`src/rtl/dmaArbPkg.sv`:
```
package dmaArbPkg;
  typedef enum logic {
    ARB_IDLE = 1'b0,
    ARB_HOLD = 1'b1
  } arbStateT;

  typedef struct packed {
    logic capture;
    logic clear;
  } arbStrobeT;
endpackage

```
`src/rtl/arbDatapath.sv`:
```
module arbDatapath
  import dmaArbPkg::*;
#(
  parameter int NUM_STREAMS = 8,
  parameter int NUM_LINES   = 8,
  parameter int LVL_W       = 2,
  localparam int SEL_W      = $clog2(NUM_LINES),
  localparam int IDX_W      = $clog2(NUM_STREAMS),
  localparam int NUM_LVL    = 1 << LVL_W
) (
  input  logic                         clk,
  input  logic                         rstN,
  input  logic [NUM_LINES-1:0]         periphReq,
  input  logic [NUM_STREAMS-1:0]       streamEnable,
  input  logic [NUM_STREAMS*SEL_W-1:0] reqSelect,
  input  logic [NUM_STREAMS*LVL_W-1:0] prioLevel,
  input  logic [NUM_STREAMS-1:0]       beatDone,
  input  arbStrobeT                    strobe,
  input  logic                         grantValid,
  output logic                         anyEligible,
  output logic                         heldDone,
  output logic [NUM_STREAMS-1:0]       grantVec,
  output logic [IDX_W-1:0]             grantIdx
);
  logic [NUM_STREAMS-1:0] eligibleVec;
  logic [NUM_STREAMS-1:0] candVec;
  logic [NUM_STREAMS-1:0] winVec;
  logic [IDX_W-1:0]       winIdx;
  logic [LVL_W-1:0]       topLvl;

  // Per-stream request multiplexer.
  for (genvar s = 0; s < NUM_STREAMS; s++) begin : gReqMux
    logic [SEL_W-1:0] selLine;
    assign selLine        = reqSelect[s*SEL_W +: SEL_W];
    assign eligibleVec[s] = streamEnable[s] & periphReq[selLine];
  end

  assign anyEligible = |eligibleVec;
  assign heldDone    = |(grantVec & beatDone);

  // Find the highest level with at least one eligible stream.
  always_comb begin
    topLvl = '0;
    for (int l = 0; l < NUM_LVL; l++) begin
      for (int s = 0; s < NUM_STREAMS; s++) begin
        if (eligibleVec[s] && (prioLevel[s*LVL_W +: LVL_W] == LVL_W'(l)))
          topLvl = LVL_W'(l);
      end
    end
  end

  // Keep the streams at that level, then take the lowest index.
  always_comb begin
    for (int s = 0; s < NUM_STREAMS; s++)
      candVec[s] = eligibleVec[s] && (prioLevel[s*LVL_W +: LVL_W] == topLvl);
    winVec = candVec & (~candVec + NUM_STREAMS'(1));
    winIdx = '0;
    for (int s = NUM_STREAMS - 1; s >= 0; s--)
      if (winVec[s]) winIdx = IDX_W'(s);
  end

  always_ff @(posedge clk) begin
    if (!rstN) begin
      grantVec <= '0;
      grantIdx <= '0;
    end else if (strobe.capture) begin
      grantVec <= winVec;
      grantIdx <= winIdx;
    end else if (strobe.clear) begin
      grantVec <= '0;
      grantIdx <= '0;
    end
  end

  assert_onehot_R8: assert property (@(posedge clk) disable iff (!rstN)
    $onehot0(grantVec));
  assert_valid_match_R8: assert property (@(posedge clk) disable iff (!rstN)
    grantValid == (|grantVec));
  assert_idx_match_R8: assert property (@(posedge clk) disable iff (!rstN)
    grantValid |-> grantVec[grantIdx]);
  assert_hold_R5: assert property (@(posedge clk) disable iff (!rstN)
    (grantValid && !beatDone[grantIdx]) |=> $stable(grantVec));
  assert_eligible_win_R2: assert property (@(posedge clk) disable iff (!rstN)
    strobe.capture |=> (|(grantVec & $past(eligibleVec))));
endmodule

```
`src/rtl/arbControl.sv`:
```
module arbControl
  import dmaArbPkg::*;
(
  input  logic      clk,
  input  logic      rstN,
  input  logic      anyEligible,
  input  logic      heldDone,
  output arbStrobeT strobe,
  output logic      grantValid
);
  arbStateT state;
  logic     arbitrate;

  assign arbitrate      = (state == ARB_IDLE) || heldDone;
  assign strobe.capture = arbitrate && anyEligible;
  assign strobe.clear   = arbitrate && !anyEligible;
  assign grantValid     = (state == ARB_HOLD);

  always_ff @(posedge clk) begin
    if (!rstN)              state <= ARB_IDLE;
    else if (strobe.capture) state <= ARB_HOLD;
    else if (strobe.clear)   state <= ARB_IDLE;
  end

  assert_keep_R5: assert property (@(posedge clk) disable iff (!rstN)
    (state == ARB_HOLD && !heldDone) |=> state == ARB_HOLD);
  assert_empty_R7: assert property (@(posedge clk) disable iff (!rstN)
    strobe.clear |=> !grantValid);
  assert_strobe_excl_R9: assert property (@(posedge clk) disable iff (!rstN)
    !(strobe.capture && strobe.clear));
endmodule

```
`src/rtl/dmaStreamArbiter.sv`:
```
module dmaStreamArbiter
  import dmaArbPkg::*;
#(
  parameter int NUM_STREAMS = 8,
  parameter int NUM_LINES   = 8,
  parameter int LVL_W       = 2,
  localparam int SEL_W      = $clog2(NUM_LINES),
  localparam int IDX_W      = $clog2(NUM_STREAMS)
) (
  input  logic                         clk,
  input  logic                         rstN,
  input  logic [NUM_LINES-1:0]         periphReq,
  input  logic [NUM_STREAMS-1:0]       streamEnable,
  input  logic [NUM_STREAMS*SEL_W-1:0] reqSelect,
  input  logic [NUM_STREAMS*LVL_W-1:0] prioLevel,
  input  logic [NUM_STREAMS-1:0]       beatDone,
  output logic [NUM_STREAMS-1:0]       grantVec,
  output logic [IDX_W-1:0]             grantIdx,
  output logic                         grantValid
);
  arbStrobeT strobe;
  logic      anyEligible;
  logic      heldDone;

  arbControl uCtrl (
    .clk        (clk),
    .rstN       (rstN),
    .anyEligible(anyEligible),
    .heldDone   (heldDone),
    .strobe     (strobe),
    .grantValid (grantValid)
  );

  arbDatapath #(
    .NUM_STREAMS(NUM_STREAMS),
    .NUM_LINES  (NUM_LINES),
    .LVL_W      (LVL_W)
  ) uData (
    .clk         (clk),
    .rstN        (rstN),
    .periphReq   (periphReq),
    .streamEnable(streamEnable),
    .reqSelect   (reqSelect),
    .prioLevel   (prioLevel),
    .beatDone    (beatDone),
    .strobe      (strobe),
    .grantValid  (grantValid),
    .anyEligible (anyEligible),
    .heldDone    (heldDone),
    .grantVec    (grantVec),
    .grantIdx    (grantIdx)
  );
endmodule

```
`config.mk`:
```
export PLATFORM = sky130hd
export DESIGN_NAME = dmaStreamArbiter
export DESIGN_NICKNAME = d
export VERILOG_FILES = /design/src/rtl/dmaArbPkg.sv /design/src/rtl/arbDatapath.sv /design/src/rtl/arbControl.sv /design/src/rtl/dmaStreamArbiter.sv
export SDC_FILE = /design/constraint.sdc
export NUM_CORES = 1
export LEC_CHECK = 0
export BUFFER_PORTS_ARGS = -buffer_cell sky130_fd_sc_hd__buf_2
export CELL_PAD_IN_SITES_DETAIL_PLACEMENT = 1
export CELL_PAD_IN_SITES_GLOBAL_PLACEMENT = 2
export CORE_UTILIZATION = 28
export CTS_BUF_LIST = sky130_fd_sc_hd__clkbuf_8
export DETAILED_ROUTE_END_ITERATION = 7
export PLACE_DENSITY = 0.89
export SLEW_MARGIN = 0
export SYNTH_ARGS = -nofsm -noshare
export SYNTH_HDL_FRONTEND = slang
export SYNTH_SLANG_ARGS = --single-unit
```
`constraint.sdc`:
```
create_clock -name clk -period 8.2 [get_ports clk]
set_clock_uncertainty 0.05 [all_clocks]
set_input_delay 0.41 -clock clk [delete_from_list [all_inputs] [get_ports clk]]
set_output_delay 0.41 -clock clk [all_outputs]
set_load 0.03 [all_outputs]
```
==> results of run 1 <==
## registers in the layout (all words and copies together) (netlist names)
register and cells:
uCtrl.grantValid 1, uData.grantIdx 3, uData.grantVec 8
## cell usage after synthesis, types with 2 or more instances
cell type   n  share of area
a21oi_1     3         0.0081
a221oi_1    6          0.028
a22oi_1     8          0.033
a2bb2oi_1   2         0.0095
a31oi_1     4          0.014
a41oi_1     4          0.019
and2_1      5          0.017
clkbuf_1    3         0.0061
clkbuf_2    4          0.011
dfxtp_1    12           0.13
inv_1       7          0.014
mux2_2      4          0.024
mux2i_1    26           0.14
nand2_1    30          0.061
nand2b_1    2         0.0068
nand3_1     7          0.019
nand4_1    12          0.041
nand4b_1    7          0.033
nor2_1     24          0.049
nor2b_1    13          0.044
nor3_1      7          0.019
nor3b_1     2         0.0081
nor4_1      3          0.010
o2111ai_1   3          0.014
o211ai_1    3          0.012
o21ai_0     2         0.0054
o22ai_1     5          0.017
o2bb2ai_1   2         0.0095
or2b_1      2         0.0081
or3_1       3          0.010
or4_1       2         0.0081
## power by group through the flow
stage                Clock, W  Combinational, W  Sequential, W
CTS                 0.0000558          0.000147      0.0000661
floorplan                   0         0.0000848      0.0000761
global route        0.0000581          0.000161      0.0000666
global placement            0          0.000142      0.0000672
detailed placement          0          0.000146      0.0000672
finish              0.0000553          0.000147      0.0000660
## worst paths after layout
path | depth (start not counted) | endpoint | slack (ns)
setup / recovery | 11 | uData.grantVec[3]$_SDFFE_PN0P_ | 4.74
hold / removal | 2 | uData.grantIdx[2]$_SDFFE_PN0P_ | 0.41
setup reg to reg | 7 | uData.grantVec[4]$_SDFFE_PN0P_ | 6.02
hold reg to reg | 2 | uData.grantIdx[2]$_SDFFE_PN0P_ | 0.41
## final cells by class
cell class                      instances  area [um2]  share of cell area
Sequential cell                        12         240               0.103
Inverter                                8        30.0              0.0128
Tap cell                               77        96.3              0.0412
Timing Repair Buffer                   78         393               0.168
Clock buffer                            3        41.3              0.0176
Multi-Input combinational cell        218        1540               0.658
## cells by family (layout without fill, tap and decap cells)
| kind of cell | count (synthesis) | count (layout) | share of synthesized area |
|---|---|---|---|
| simple gates | 130 | 130 | 0.395 |
| compound gates | 56 | 56 | 0.253 |
| mux | 32 | 32 | 0.186 |
| buf+inv | 16 | 89 | 0.0359 |
| flops | 12 | 12 | 0.130 |
## tightest hold or removal path, delay by kind of cell (launching register included)
family          cells  cell delay, ns
simple gates        1            0.06
compound gates      1            0.06
flops               1            0.30
## layout by cell type, fill, tap and decap left out, types with 3 or more instances in the layout
cell / instances
a21oi_1: 3
a221oi_1: 6
a22oi_1: 8
a31oi_1: 4
a41oi_1: 4
and2_1: 5
buf_2: 77
clkbuf_8: 3
dfxtp_1: 12
inv_1: 7
mux2_2: 4
mux2i_1: 26
nand2_1: 30
nand3_1: 7
nand4_1: 12
nand4b_1: 7
nor2_1: 24
nor2b_1: 13
nor3_1: 7
nor4_1: 3
o2111ai_1: 3
o211ai_1: 3
o22ai_1: 5
or3_1: 3
## metal layers
metal / vias up / wire length, um / global-route usage
met4: 0 / 44 / 0.0470
met3: 5 / 231 / 0.0189
met5: - / 0 / 0
met2: 59 / 3410 / 0.358
li1: 1118 / - / -
met1: 1087 / 3110 / 0.249
## per-stage QoR
step           total power, W  hold slack, ns  utilization
3_5_place_dp         0.000213           0.411        0.362
3_3_place_gp         0.000209           0.409        0.362
4_1_cts              0.000269           0.414        0.369
6_report             0.000269           0.414        0.369
2_1_floorplan        0.000161           0.513            -
5_1_grt              0.000286           0.432        0.369
==> results.json, run 1 <==
{
  "drv_slew": 0,
  "synth_enable_flop_cells": 0,
  "fin_area_um2": 2340,
  "synth_ff_type": "dfxtp_1",
  "cts_resized": 0,
  "die_area_um2": 6920,
  "fin_crit_sh": 0.422,
  "start_util": 0.291,
  "core_area_um2": 6350,
  "final_cells": 396,
  "syn_area_um2": 1850,
  "placed_area_um2": 2300,
  "switching_share": 0.434,
  "power_density_nw_per_um2": 115,
  "viasPerCell": 5.73,
  "post-route-drc-count": 0,
  "setup_viol": 0,
  "grt_use_total": 0.197,
  "min_from": "uData.grantIdx[2]$_SDFFE_PN0P_",
  "critPathTopFamily": "simple AND/OR/NAND/NOR gates",
  "drive_above_1_share": 0.313,
  "port_buffers": 77,
  "async_reset_ff_frac": 0,
  "syn-num-nets": 312,
  "io_pins": 78,
  "slew-limit-headroom": 0.399,
  "drt_iter0_drc": 111,
  "clkLatencyLatePin_ns": 0.25,
  "p_sw_w": 0.000117,
  "power.share.clock": 0.206,
  "drt_pre_antenna_iters": 4,
  "cpPeakStageDelay_ns": 0.81,
  "postSynthCellCount": 246,
  "dp.cells": 393,
  "cts_tree": "built",
  "antenna_found_initial": 0,
  "grt_start_max_net_pins": 19,
  "cp_max_fo": 18,
  "area_delta_synth_final_pct": 26.8,
  "p_int_w": 0.000152,
  "hp-class": "reg2reg",
  "max-vdd-ir-drop_v": 0.0000543,
  "tightest_slew_ns": 0.895,
  "rsz0062_at_grt": "false",
  "hold_buffers": 0,
  "grt_overflow": 0,
  "grt_pass1_vias": 2417,
  "ys_ff_latch": 12,
  "gp_congestion": 0.867,
  "totalWireLength_mm": 6.80,
  "startpoint_type": "input pin",
  "finalWorstSetupSlack_ns": 4.74,
  "seq_area_frac_synth": 0.130,
  "seqPwrFrac": 0.246,
  "cts_made_buffers": 3,
  "setup_tns_ns": 0,
  "clk_pin_slew_ns": 0.05,
  "syn_area_per_cell_um2": 7.51,
  "crit-reg2reg-launch": "uData.grantVec[5]$_SDFFE_PN0P_",
  "cap_violations": 0,
  "power_frac_comb": 0.549,
  "dp_slack_ns": 4.51,
  "ant_nets": 0,
  "p_leak_nw": 1.02,
  "n_antenna_cell": 0,
  "synth.distinct_cells": 60,
  "status": "completed",
  "fmaxAchievable_ghz": 0.289,
  "path_cells": "buf_2 -> mux4_2 -> a2bb2oi_1 -> nand3_2 -> o22ai_1 -> nor4_4 -> or3b_2 -> nand3_1 -> nand2_1 -> or4_1 -> a21oi_1",
  "die_w_um": 83.2,
  "worstSetupPathType": "in2reg",
  "min_period_ns": 3.46,
  "crit_arrival_ns": 3.58,
  "dp_hpwl_mm": 5.62,
  "cts.sink_count": 12,
  "row_count": 29,
  "grt_pass1_wl_mm": 11.4,
  "cp-startpoint": "periphReq[5]",
  "cts_setup_buffers": 0,
  "fillers": 826,
  "clockBufferDepth": 2,
  "critPathBufInv": 1,
  "h-tree-depth": 1,
  "num_vias": 2269,
  "slowest_stage": "nor4_4",
  "die_h_um": 83.2,
  "wl_per_cell_um": 17.2,
  "yosys_warnings": 0,
  "nets": 387,
  "hold_viol": 0,
  "critPathRequiredTime_ns": 8.32,
  "root_buffer": "clkbuf_8",
  "cp-end-kind": "flop"
}
Power figures use the tool's default switching activity.
==> run 2, diff against run 1 <==
--- a/config.mk
+++ b/config.mk
@@ -8,10 +8,10 @@
 export BUFFER_PORTS_ARGS = -buffer_cell sky130_fd_sc_hd__buf_2
 export CELL_PAD_IN_SITES_DETAIL_PLACEMENT = 1
 export CELL_PAD_IN_SITES_GLOBAL_PLACEMENT = 2
-export CORE_UTILIZATION = 28
+export CORE_UTILIZATION = 26
 export CTS_BUF_LIST = sky130_fd_sc_hd__clkbuf_8
 export DETAILED_ROUTE_END_ITERATION = 7
-export PLACE_DENSITY = 0.89
+export PLACE_DENSITY = 0.83
 export SLEW_MARGIN = 0
 export SYNTH_ARGS = -nofsm -noshare
 export SYNTH_HDL_FRONTEND = slang
==> constraint.sdc (replaced) <==
create_clock -name clk -period 3.4 [get_ports clk]
set_clock_uncertainty 0.05 [all_clocks]
set_input_delay 0.17 -clock clk [delete_from_list [all_inputs] [get_ports clk]]
set_output_delay 0.17 -clock clk [all_outputs]
set_load 0.03 [all_outputs]
==> results.json, run 2 (synthesized netlist as in run 1, its figures left out) <==
{
  "wl_per_cell_um": 15.9,
  "hp-class": "in2reg",
  "row_count": 30,
  "cp-startpoint": "reqSelect[12]",
  "power_density_nw_per_um2": 282,
  "num_vias": 2265,
  "seqPwrFrac": 0.233,
  "final_common_cell": "buf_2",
  "crit-reg2reg-launch": "uData.grantVec[0]$_SDFFE_PN0P_",
  "busiest_layer": "met2",
  "cp-end-kind": "flop",
  "min_period_ns": 3.07,
  "crit_arrival_ns": 3.18,
  "dp_slack_ns": 0.125,
  "power.share.clock": 0.229,
  "cts_setup_buffers": 0,
  "drive_above_1_share": 0.330,
  "clockBufferDepth": 2,
  "hold_viol": 0,
  "power.total_w": 0.000684,
  "cp_max_fo": 6,
  "die_w_um": 86.3,
  "grt_use_total": 0.187,
  "p_int_w": 0.000402,
  "fmaxAchievable_ghz": 0.326,
  "totalWireLength_mm": 6.73,
  "p_leak_nw": 1.06,
  "grt_pass1_vias": 2237,
  "io_pins": 78,
  "rsz0062_at_grt": "false",
  "regArea_um2": 240,
  "nets": 394,
  "cap_violations": 0,
  "multi_input_area_um2": 1540,
  "cts_resized": 0,
  "grt_pass1_wl_mm": 11.3,
  "antenna_found_initial": 0,
  "die_h_um": 86.3,
  "use_met3": 0.0219,
  "tightest_slew_ns": 1.01,
  "use_met1": 0.264,
  "regMostFlops": "uData.grantVec",
  "cts_made_buffers": 3,
  "grt_start_max_net_pins": 12,
  "status": "completed",
  "ant_nets": 0,
  "finalWorstSetupSlack_ns": 0.333,
  "n_antenna_cell": 0,
  "power_frac_comb": 0.539,
  "clk_pin_slew_ns": 0.05,
  "fin_area_um2": 2430,
  "core_area_um2": 6830,
  "p_sw_w": 0.000282,
  "min_from": "rstN",
  "area_delta_synth_final_pct": 31.6,
  "cts.sink_count": 12,
  "slew-limit-headroom": 0.320,
  "clkLatencyLatePin_ns": 0.25,
  "viasPerCell": 5.35,
  "post-route-drc-count": 0,
  "hold_buffers": 0,
  "drt_pre_antenna_iters": 5,
  "start_util": 0.270,
  "worstSetupPathType": "in2reg",
  "critPathRequiredTime_ns": 3.52,
  "setup_tns_ns": 0,
  "die_area_um2": 7440,
  "max-vdd-ir-drop_v": 0.000123,
  "h-tree-depth": 1,
  "final_cell_mix": "77 x buf_2, 30 x nand2_1, 26 x mux2i_1",
  "root_buffer": "clkbuf_8",
  "placed_area_um2": 2380,
  "drv_slew": 0,
  "grt_overflow": 0,
  "largest_reg_flops": 8,
  "startpoint_type": "input pin",
  "fin_crit_sh": 0.902,
  "fillers": 910,
  "port_buffers": 77,
  "dp_hpwl_mm": 5.70,
  "cts_tree": "built",
  "switching_share": 0.413,
  "setup_viol": 0,
  "drt_iter0_drc": 113,
  "gp_congestion": 0.869,
  "use_met2": 0.316
}
## run 2: power by group through the flow
stage | logic, W | clock network, W | registers [W]
after floorplan | 0.000204 | 0 | 0.000184
after global placement | 0.000361 | 0 | 0.000162
after detailed placement | 0.000365 | 0 | 0.000162
after CTS | 0.000366 | 0.000160 | 0.000159
after global routing | 0.000404 | 0.000169 | 0.000161
final | 0.000369 | 0.000157 | 0.000159
## run 2: final timing paths
| path | endpoint | slack, ns | depth (start not counted) |
|---|---|---|---|
| worst max-delay path | uData.grantVec[4]$_SDFFE_PN0P_ | 0.33 | 11 |
| worst min register to register | uData.grantIdx[2]$_SDFFE_PN0P_ | 0.42 | 2 |
| worst min-delay path | uData.grantIdx[1]$_SDFFE_PN0P_ | 0.18 | 3 |
| worst max register to register | uData.grantVec[4]$_SDFFE_PN0P_ | 1.20 | 7 |
## run 2: worst max-delay path: stages
cell and delay (ns):
buf_2 0.15, mux2_2 0.36, o221a_4 0.23, nand4b_1 0.14, o2111ai_1 0.32, or2_2 0.46, nand2_1 0.21, o211ai_1 0.23
or3_4 0.47, or2_4 0.29, o31ai_4 0.16
## run 2: stage by stage
| stage | utilization | hold WS [ns] | instances |
|---|---|---|---|
| after global routing | 0.356 | 0.208 | 423 |
| after detailed placement | 0.348 | 0.415 | 419 |
| after floorplan | - | 0.273 | 246 |
| after global placement | 0.348 | 0.400 | 419 |
| final | 0.356 | 0.177 | 423 |
| after CTS | 0.356 | 0.185 | 423 |
## run 2: cell type report
class                   count  share of cell area
well taps                  96              0.0494
clock buffers               4              0.0226
inverters                   8              0.0124
flip-flops and latches     12              0.0988
repair buffers             85               0.183
multi-input cells         218               0.634
## run 2: metal layers
metal,share of wire,vias up,routed length [um]
met1,0.47,1066,3190
met5,0,-,0
met2,0.47,60,3180
met3,0.050,7,337
met4,0.0031,0,21
li1,-,1132,-
